File: src/rtl/dpll_pkg.sv
package dpll_pkg;
  typedef enum logic [1:0] {
    NUDGE_HOLD = 2'd0,
    NUDGE_UP   = 2'd1,
    NUDGE_DOWN = 2'd2
  } nudge_t;
endpackage

File: src/rtl/dpll_nco.sv
module dpll_nco #(
  parameter int ACC_W = 32
) (
  input  logic             clk,
  input  logic             rst,
  input  logic [ACC_W-1:0] step,
  output logic             tick
);
  localparam int SUM_W = ACC_W + 1;

  logic [ACC_W-1:0] phase_q;
  logic [SUM_W-1:0] sum;

  always_comb sum = {1'b0, phase_q} + {1'b0, step};

  always_ff @(posedge clk) begin
    if (rst) begin
      phase_q <= '0;
      tick    <= 1'b0;
    end else begin
      phase_q <= sum[ACC_W-1:0];
      tick    <= sum[SUM_W-1];
    end
  end
endmodule

File: src/rtl/dpll_upd_gate.sv
module dpll_upd_gate #(
  parameter int CNT_W = 16
) (
  input  logic             clk,
  input  logic             rst,
  input  logic             tick,
  input  logic [CNT_W-1:0] interval,
  output logic             upd
);
  localparam int CMP_W = CNT_W + 1;

  logic [CNT_W-1:0] cnt_q;
  logic [CMP_W-1:0] eff_len;
  logic [CMP_W-1:0] cnt_inc;
  logic             last;

  always_comb begin
    eff_len = (interval == '0) ? CMP_W'(1) : {1'b0, interval};
    cnt_inc = {1'b0, cnt_q} + CMP_W'(1);
    last    = (cnt_inc >= eff_len);
  end

  always_ff @(posedge clk) begin
    if (rst) begin
      cnt_q <= '0;
      upd   <= 1'b0;
    end else if (tick) begin
      if (last) begin
        cnt_q <= '0;
        upd   <= 1'b1;
      end else begin
        cnt_q <= cnt_inc[CNT_W-1:0];
        upd   <= 1'b0;
      end
    end else begin
      upd <= 1'b0;
    end
  end
endmodule

File: src/rtl/dpll_step_ctl.sv
module dpll_step_ctl
  import dpll_pkg::*;
#(
  parameter int ACC_W = 32,
  parameter int LVL_W = 8
) (
  input  logic             clk,
  input  logic             rst,
  input  logic             upd,
  input  logic [LVL_W-1:0] fill,
  input  logic [LVL_W-1:0] target,
  input  logic [ACC_W-1:0] init_val,
  input  logic [ACC_W-1:0] lo,
  input  logic [ACC_W-1:0] hi,
  output logic [ACC_W-1:0] step
);
  localparam int EXT_W = ACC_W + 1;
  localparam logic [EXT_W-1:0] ALL_ONES = {1'b0, {ACC_W{1'b1}}};

  nudge_t           dir;
  logic [EXT_W-1:0] cand;
  logic [EXT_W-1:0] bounded;

  always_comb begin
    if (fill > target)      dir = NUDGE_UP;
    else if (fill < target) dir = NUDGE_DOWN;
    else                    dir = NUDGE_HOLD;
  end

  always_comb begin
    unique case (dir)
      NUDGE_UP:   cand = ({1'b0, step} == ALL_ONES) ? ALL_ONES : {1'b0, step} + EXT_W'(1);
      NUDGE_DOWN: cand = (step == '0) ? '0 : {1'b0, step} - EXT_W'(1);
      default:    cand = {1'b0, step};
    endcase
    bounded = cand;
    if (bounded < {1'b0, lo}) bounded = {1'b0, lo};
    if (bounded > {1'b0, hi}) bounded = {1'b0, hi};
  end

  always_ff @(posedge clk) begin
    if (rst)                            step <= init_val;
    else if (upd && dir != NUDGE_HOLD)  step <= bounded[ACC_W-1:0];
  end
endmodule

File: src/rtl/sr_dpll.sv
module sr_dpll #(
  parameter int ACC_W = 32,
  parameter int LVL_W = 8,
  parameter int CNT_W = 16
) (
  input  logic             clk,
  input  logic             rst,
  input  logic [LVL_W-1:0] fill_level,
  input  logic [LVL_W-1:0] target_level,
  input  logic [ACC_W-1:0] init_step,
  input  logic [ACC_W-1:0] step_min,
  input  logic [ACC_W-1:0] step_max,
  input  logic [CNT_W-1:0] upd_interval,
  output logic             sample_tick,
  output logic [ACC_W-1:0] step_word
);
  logic upd_due;

  dpll_nco #(.ACC_W(ACC_W)) nco_i (
    .clk (clk),
    .rst (rst),
    .step(step_word),
    .tick(sample_tick)
  );

  dpll_upd_gate #(.CNT_W(CNT_W)) gate_i (
    .clk     (clk),
    .rst     (rst),
    .tick    (sample_tick),
    .interval(upd_interval),
    .upd     (upd_due)
  );

  dpll_step_ctl #(.ACC_W(ACC_W), .LVL_W(LVL_W)) ctl_i (
    .clk     (clk),
    .rst     (rst),
    .upd     (upd_due),
    .fill    (fill_level),
    .target  (target_level),
    .init_val(init_step),
    .lo      (step_min),
    .hi      (step_max),
    .step    (step_word)
  );
endmodule

File: config.mk
export PLATFORM = sky130hd
export DESIGN_NAME = sr_dpll
export DESIGN_NICKNAME = d
export VERILOG_FILES = /design/src/rtl/dpll_pkg.sv /design/src/rtl/dpll_nco.sv /design/src/rtl/dpll_upd_gate.sv /design/src/rtl/dpll_step_ctl.sv /design/src/rtl/sr_dpll.sv
export SDC_FILE = /design/constraint.sdc
export NUM_CORES = 1
export LEC_CHECK = 0
export ABC_CLOCK_PERIOD_IN_PS = 11400
export BUFFER_PORTS_ARGS = -buffer_cell sky130_fd_sc_hd__buf_2
export CAP_MARGIN = 30
export CORE_ASPECT_RATIO = 0.8
export CORE_MARGIN = 2
export CORE_UTILIZATION = 35
export DETAILED_ROUTE_END_ITERATION = 16
export SYNTH_ARGS = -nofsm -noshare
export SYNTH_HDL_FRONTEND = slang
export SYNTH_SLANG_ARGS = --single-unit
File: constraint.sdc
create_clock -name clk -period 11.4 [get_ports clk]
set_clock_uncertainty 0.2 [all_clocks]
set_input_delay 1.71 -clock clk [delete_from_list [all_inputs] [get_ports clk]]
set_output_delay 1.71 -clock clk [all_outputs]
set_load 0.05 [all_outputs]
======== Yosys cells after proc, flatten, opt, wreduce, memory -nomap -nowiden ========
Cells that the tools add are included.
storage, ports and cells
  output and inout bits ................... 33
  register bits after elaboration ......... 82
  input port bits ......................... 130
  logic and storage cells ................. 36
operators by class
  bitwise operators ....................... 1
  add/sub/neg operators ................... 4
  eq/ne operators ......................... 3
  magnitude comparators ................... 5
  multiplexer cells ....................... 12
  reductions and logical operators ........ 6
operators by type and width
  cell                                                  number
  2-to-1 mux 33 bit                                     3
  2-to-1 mux 32 bit                                     3
  case mux 33 bit (2 select lines)                      1
  adder 32 x 1 -> 33 bit (second input constant)        1
  adder 32 x 32 -> 33 bit                               1
  > comparator 33 x 32 -> 1 bit                         1
  less-than comparator 33 x 32 -> 1 bit                 1
  subtractor 32 x 1 -> 33 bit (second input constant)   1
  equality test 32 bit (second input constant)          1
  zero test 32 bit                                      1
  2-to-1 mux 16 bit                                     2
  adder 16 x 1 -> 17 bit (second input constant)        1
  >= comparator 17 bit                                  1
  zero test 16 bit                                      1
  > comparator 8 bit                                    1
  less-than comparator 8 bit                            1
  2-to-1 mux 2 bit                                      2
  nonzero test 2 bit                                    2
  equality test 2 x 1 -> 1 bit (second input constant)  1
  equality test 2 bit (second input constant)           1
  OR reduction 2 bit                                    1
  logical AND 1 bit                                     1
  2-to-1 mux 1 bit                                      1
  NOT 1 bit                                             1

======== Logic depth before layout (Yosys ltp) ========
  word-level depth ........................ 11
  mapped depth ............................ 31
  gate-level depth less buffers ........... 28

======== Hierarchy ========
Synthesis repeated with hierarchy kept, for this count alone.
unflattened totals
  cell total of the unflattened synthesis .. 1254
  area total of the unflattened synthesis .. 9831.9 um^2
modules (own cells, without submodules)
  module         sequential area each (um^2)  area an instance (um^2)  times used  cells an instance
  dpll_step_ctl  960.9                        5968.2                   1           809
  dpll_nco       660.6                        2504.9                   1           290
  dpll_upd_gate  340.3                        1358.8                   1           155

======== Least setup slack after synthesis ========
Ideal clock, no wire load.
  path type ............................... in2reg
  from .................................... input target_level[7]
  to ...................................... register ctl_i.step[23], data pin
  library setup time ...................... 0.261 ns
  buffers on the path ..................... 3
  cell stages on the path ................. 31
  arrival time ............................ 7.525 ns
  setup slack ............................. 3.414 ns
  required time ........................... 10.939 ns
  cell sequence ........................... inv_1 > ha_1 > nand4_1 > nor2_2 > nor2_1 > nor2_1 > clkbuf_1 > a21oi_1 > a21oi_1 > o21ai_0 > ha_1 > a21o_1 > a21o_1 > a21oi_1 > o21ai_0 > a21o_1 > a211oi_2 > o31ai_4 > buf_6 > mux2_4 > ha_1 > a21o_1 > a21o_1 > a21oi_1 > o21ai_0 > a2111oi_0 > o41ai_1 > a21oi_1 > clkbuf_1 > nor3_1 > a221o_1
on the way
  cells in the longest elaborated chain, start to end .. 11
  elaborated cells on any way between the ends .. 13
  classes of those cells .................. order compare (4); eq/ne (2); mux (7)
ends and longest elaborated chain
  what                                                                        line                 RTL
  start, declared                                                             sr_dpll.sv:9         input logic [LVL_W-1:0] target_level,
  less-than comparator 8 bit                                                  dpll_step_ctl.sv:26  else if (fill < target) dir = NUDGE_DOWN;
  2-to-1 mux 2 bit                                                            dpll_step_ctl.sv:26
  2-to-1 mux 2 bit (*)                                                        dpll_step_ctl.sv:25  if (fill > target) dir = NUDGE_UP;
  equality test 2 bit / equality test 2 x 1 -> 1 bit (equally long branches)  dpll_step_ctl.sv:31  unique case (dir)
  case mux 33 bit (2 select lines) (*)                                        dpll_step_ctl.sv:31
  less-than comparator 33 x 32 -> 1 bit                                       dpll_step_ctl.sv:37  if (bounded < {1'b0, lo}) bounded = {1'b0, lo};
  2-to-1 mux 33 bit (*)                                                       dpll_step_ctl.sv:37
  > comparator 33 x 32 -> 1 bit                                               dpll_step_ctl.sv:38  if (bounded > {1'b0, hi}) bounded = {1'b0, hi};
  2-to-1 mux 32 bit (*)                                                       dpll_step_ctl.sv:38
  2-to-1 mux 32 bit (*)                                                       dpll_step_ctl.sv:43  else if (upd && dir != NUDGE_HOLD) step <= bounded[ACC_W-1:0];
  2-to-1 mux 32 bit (*)                                                       dpll_step_ctl.sv:42  if (rst) step <= init_val;
  end signal, assigned                                                        dpll_step_ctl.sv:42
  end signal, assigned                                                        dpll_step_ctl.sv:43
  end, declared                                                               dpll_step_ctl.sv:15  output logic [ACC_W-1:0] step
Mark *: on every way between the ends. The rest lies on a longest branch, timed or not. The select of a mux whose other input is x is not followed.
A chain may end at the register's enable or synchronous reset.

======== Final worst setup path ========
  from .................................... input fill_level[1]
  to ...................................... register ctl_i.step[17], data pin
on the way
  cells in the longest elaborated chain, start to end .. 11
  elaborated cells on any way between the ends .. 13
  classes of those cells .................. order compare (4); eq/ne (2); mux (7)
ends and longest elaborated chain
  what                                                                        line                 RTL
  start, declared                                                             sr_dpll.sv:8         input logic [LVL_W-1:0] fill_level,
  less-than comparator 8 bit                                                  dpll_step_ctl.sv:26
  2-to-1 mux 2 bit                                                            dpll_step_ctl.sv:26
  2-to-1 mux 2 bit (*)                                                        dpll_step_ctl.sv:25
  equality test 2 bit / equality test 2 x 1 -> 1 bit (equally long branches)  dpll_step_ctl.sv:31
  case mux 33 bit (2 select lines) (*)                                        dpll_step_ctl.sv:31
  less-than comparator 33 x 32 -> 1 bit                                       dpll_step_ctl.sv:37
  2-to-1 mux 33 bit (*)                                                       dpll_step_ctl.sv:37
  > comparator 33 x 32 -> 1 bit                                               dpll_step_ctl.sv:38
  2-to-1 mux 32 bit (*)                                                       dpll_step_ctl.sv:38
  2-to-1 mux 32 bit (*)                                                       dpll_step_ctl.sv:43
  2-to-1 mux 32 bit (*)                                                       dpll_step_ctl.sv:42
Marked as above.

==> run summary <==
The quantity of I/O buffers inserted on ports works out to 162. The logs give 29900 µm for the final wirelength and 28400 µm² for the die outline area. Row generation in the floorplan step produced 53 rows. The design internal power is 0.934 mW.

Once the clock tree was built, the resizer swapped 0 gates to a different size. The transition at the pin with the smallest max-transition slack came out at 0.997 ns. The die outline height is 151 µm, and the post-CTS setup-driven buffer insertion count is 0.

The total count of hold-check failures in the final report came out at 0. The area added between synthesis and finish was 14.3%. The effective utilization at floorplan is 0.358, and the final period utilization is 0.806.

Entering global routing, the biggest net connects 65 pins. The number of clock buffers added by TritonCTS is 9. The register clock-pin slew on the reported worst setup and hold paths is 0.07 ns, and the top-level I/O count is 163.

The clock latency of the later-clocked register in the worst-skew pair is 0.36 ns, and the number of synthesis warnings is 0. For the instance area at placement, the log shows 10500 µm². The run finished with clean final reports.

For this run, design rule violations remaining after detail routing come to 0. The residual antenna-violating net count after detailed routing was 0. The first global-routing pass estimated 47100 µm of wire. Summing every instance area after synthesis gives 9460 µm².

The mean cell area of the mapped netlist works out to 7.97 µm². Summed over all cells, the static leakage comes to 5.04 nW. The largest individual stage delay along the critical path comes from the cell sky130_fd_sc_hd__o311ai_0.

In this run the worst path has a maximum fanout of 34. In the post-route analysis, the smallest setup slack over all paths is 2.21 ns. Fraction of synthesis flops using an asynchronous set or reset pin: 0. The first routing iteration left 709 violations.

The run gives 0 as the setup violation total in the final timing report. The tools report the relative max-transition margin as 0.332. Number of antenna violations at the first check in global routing: 0. For this design the total switching power over the nets is 0.769 mW.

The number of global-route vias before repair was 8618; the maximum operating frequency was 109 MHz. The logs give 26400 µm² for the area of the core and 1441 for the total nets after synthesis. After detailed routing, the number of vias per cell comes to 5.62.

Including well taps, the total number of placed cells is 1653. Launching element type of the critical path: a primary input. The tightest min-delay check is of the register to register type.

The total congestion overflow was 0; the post-layout utilization of the core was 0.410. The logs give 10800 µm² for the design area and 1187 for the gate count of the mapped netlist. Count of flip-flops with a built-in enable after synthesis: 32. The share of the yosys chip area belonging to registers is 0.207, and the sequential power share is 0.277.

The global-route total usage across every layer is 0.209. The clock drives 82 sinks. The most instantiated flip-flop cell in the synthesis netlist was sky130_fd_sc_hd__dfxtp_1. The arrival time of data at the critical path endpoint is 9.20 ns, and the final routed wire length divided by cell count is 17.9 µm. Summing over every cut layer, the via total after detailed routing is 9375. The ratio of total power to cell area was 158 nW/µm²; the share of post-route cells with drive strength above 1 was 0.187.

In this run the horizontal extent of the chip is 188 µm. The first detailed-routing pass ran for 5 iterations. The logs give 0.298 ns for the worst hold margin and 0.549 for the share of power burned in combinational logic. The number of distinct library cell variants in the gate-level netlist after synthesis was 79. The tool flagged a number of max-cap violations equal to 0.

The count of hold-fix buffers inserted at cts was 0; the post-DP HPWL was 23700 µm. The routed design could run at a clock period as short as 9.19 ns. The weighted congestion at the end of routability-driven global placement came out at 0.938. TritonCTS built the clock tree. The logs give 0 for the number of pins exceeding their max-slew limit in the final report and 1.70 mW for the power after layout.

Timing analysis after detailed placement gives a worst setup slack of 1.91 ns. Setup repair after global routing left no endpoint under its margin. The highest cell delay on the worst timing path is 0.63 ns. The proportion of total power due to net switching was 0.452. The data required time of the worst path was 11.41 ns. The non-filler instance count after layout came out at 1669. For the aggregate negative setup slack, the log shows 0 ns.

The nature of the critical path endpoint was a register. The tree is rooted in a sky130_fd_sc_hd__clkbuf_16. The maximum root-to-sink buffer count came out at 2. 0 antenna diodes ended up in the layout. The flip-flop and latch count after synthesis is 82, and the number of H-tree branching levels is 3. The clock share of power came out at 0.174.

The final layout contains 1561 nets. The critical path start-end classification was primary input to register. The tools report the maximum ir drop on the vdd rail as 0.0887 mV.
[power groups by stage]
stage	clock network (mW)	registers, mW	logic [mW]
2_1_floorplan	0	0.481	0.698
3_3_place_gp	0	0.474	0.910
3_5_place_dp	0	0.474	0.922
4_1_cts	0.305	0.470	0.929
5_1_grt	0.316	0.481	1.04
6_report	0.296	0.471	0.935
[worst max-delay path: cells and delay by family]
kind	cells	cell delay (ns)
AND/OR/NAND/NOR	4	0.95
adder cells (fa/ha/maj)	3	0.95
multiplexers	1	0.37
AO/OA/AOI/OAI	15	3.71
buffers and inverters	5	1.47
[final cells by class]
class	instances	area, µm²
Sequential cell	82	1960
Timing Repair Buffer	171	878
Clock inverter	7	71.3
Inverter	106	398
Fill cell	2761	15600
Tap cell	357	447
Multi-Input combinational cell	937	6830
Clock buffer	9	225
[cells in the mapped netlist, types with 4 or more instances]
library cell / number / area, µm²
sky130_fd_sc_hd__ha_1: 123 / 1540
sky130_fd_sc_hd__inv_1: 105 / 394
sky130_fd_sc_hd__nor2_1: 84 / 315
sky130_fd_sc_hd__a21oi_1: 81 / 405
sky130_fd_sc_hd__nand2_1: 78 / 293
sky130_fd_sc_hd__o21ai_0: 68 / 340
sky130_fd_sc_hd__nor3_1: 58 / 290
sky130_fd_sc_hd__dfxtp_1: 50 / 1000
sky130_fd_sc_hd__clkbuf_1: 39 / 146
sky130_fd_sc_hd__a21o_1: 37 / 278
sky130_fd_sc_hd__nand3_1: 37 / 185
sky130_fd_sc_hd__xor2_1: 34 / 298
sky130_fd_sc_hd__edfxtp_1: 32 / 961
sky130_fd_sc_hd__nand4_1: 31 / 194
sky130_fd_sc_hd__a221o_1: 30 / 300
sky130_fd_sc_hd__mux2_4: 27 / 405
sky130_fd_sc_hd__xnor2_1: 23 / 201
sky130_fd_sc_hd__nor4_1: 20 / 125
sky130_fd_sc_hd__nor2b_1: 17 / 106
sky130_fd_sc_hd__a211oi_1: 15 / 113
sky130_fd_sc_hd__buf_2: 15 / 75.1
sky130_fd_sc_hd__and3_1: 14 / 87.6
sky130_fd_sc_hd__o211ai_1: 13 / 97.6
sky130_fd_sc_hd__nand2b_1: 11 / 68.8
sky130_fd_sc_hd__o21a_1: 9 / 67.6
sky130_fd_sc_hd__a221oi_1: 8 / 70.1
sky130_fd_sc_hd__and2_1: 8 / 50.1
sky130_fd_sc_hd__a31oi_1: 7 / 43.8
sky130_fd_sc_hd__o31ai_1: 7 / 52.6
sky130_fd_sc_hd__and4_1: 6 / 52.6
sky130_fd_sc_hd__or3_1: 6 / 37.5
sky130_fd_sc_hd__mux2_2: 5 / 56.3
sky130_fd_sc_hd__o221a_2: 5 / 56.3
sky130_fd_sc_hd__or4_1: 5 / 37.5
sky130_fd_sc_hd__o21bai_1: 4 / 30.0
sky130_fd_sc_hd__o221ai_1: 4 / 35.0
sky130_fd_sc_hd__o311ai_0: 4 / 35.0
sky130_fd_sc_hd__or2_2: 4 / 25.0
[sequential cells by signal, indices dropped and copies added, names as in the netlist]
signal,flops
gate_i.cnt_q,16
nco_i.phase_q,32
gate_i.upd,1
nco_i.tick,1
ctl_i.step,32
[final timing paths]
path              slack (ns)  cells after the start        startpoint                to
setup / recovery        2.21                     28     fill_level[1]    ctl_i.step[17]
hold / removal          0.30                      2  gate_i.cnt_q[10]  gate_i.cnt_q[10]
setup reg to reg        2.81                     27     ctl_i.step[6]    ctl_i.step[17]
hold reg to reg         0.30                      2  gate_i.cnt_q[10]  gate_i.cnt_q[10]
[cells in the final DEF (no fill, tap or decap), types with 9 or more instances in the layout]
cell,instances
sky130_fd_sc_hd__clkbuf_16,9
sky130_fd_sc_hd__nor2b_1,16
sky130_fd_sc_hd__a21o_1,37
sky130_fd_sc_hd__nand3_1,37
sky130_fd_sc_hd__mux2_4,27
sky130_fd_sc_hd__o211ai_1,13
sky130_fd_sc_hd__and3_1,14
sky130_fd_sc_hd__a21oi_1,80
sky130_fd_sc_hd__ha_1,123
sky130_fd_sc_hd__nand2b_1,11
sky130_fd_sc_hd__edfxtp_1,32
sky130_fd_sc_hd__inv_1,105
sky130_fd_sc_hd__o21ai_0,68
sky130_fd_sc_hd__a221o_1,30
sky130_fd_sc_hd__nand2_1,78
sky130_fd_sc_hd__buf_4,9
sky130_fd_sc_hd__dfxtp_1,50
sky130_fd_sc_hd__a211oi_1,15
sky130_fd_sc_hd__xnor2_1,23
sky130_fd_sc_hd__nor3_1,58
sky130_fd_sc_hd__o21a_1,9
sky130_fd_sc_hd__buf_2,162
sky130_fd_sc_hd__nand4_1,31
sky130_fd_sc_hd__nor4_1,20
sky130_fd_sc_hd__nor2_1,84
sky130_fd_sc_hd__xor2_1,34
[kinds of logic (layout without fill, tap and decap cells)]
family,count (synthesis),count (layout),synth area share
adder cells (fa/ha/maj),124,124,0.165
XOR/XNOR,57,57,0.0528
multiplexers,36,36,0.0533
AO/OA/AOI/OAI,323,323,0.235
buffers and inverters,168,293,0.0713
AND/OR/NAND/NOR,397,397,0.215
flip-flops,82,82,0.207
[layer usage]
layer	up-vias	routed length, µm	GRT usage
li1	4654	-	-
met1	4275	15200	0.324
met2	415	11900	0.303
met3	31	2430	0.0327
met4	0	382	0.0406
met5	-	0	0
(Power assumes the default switching activity.)
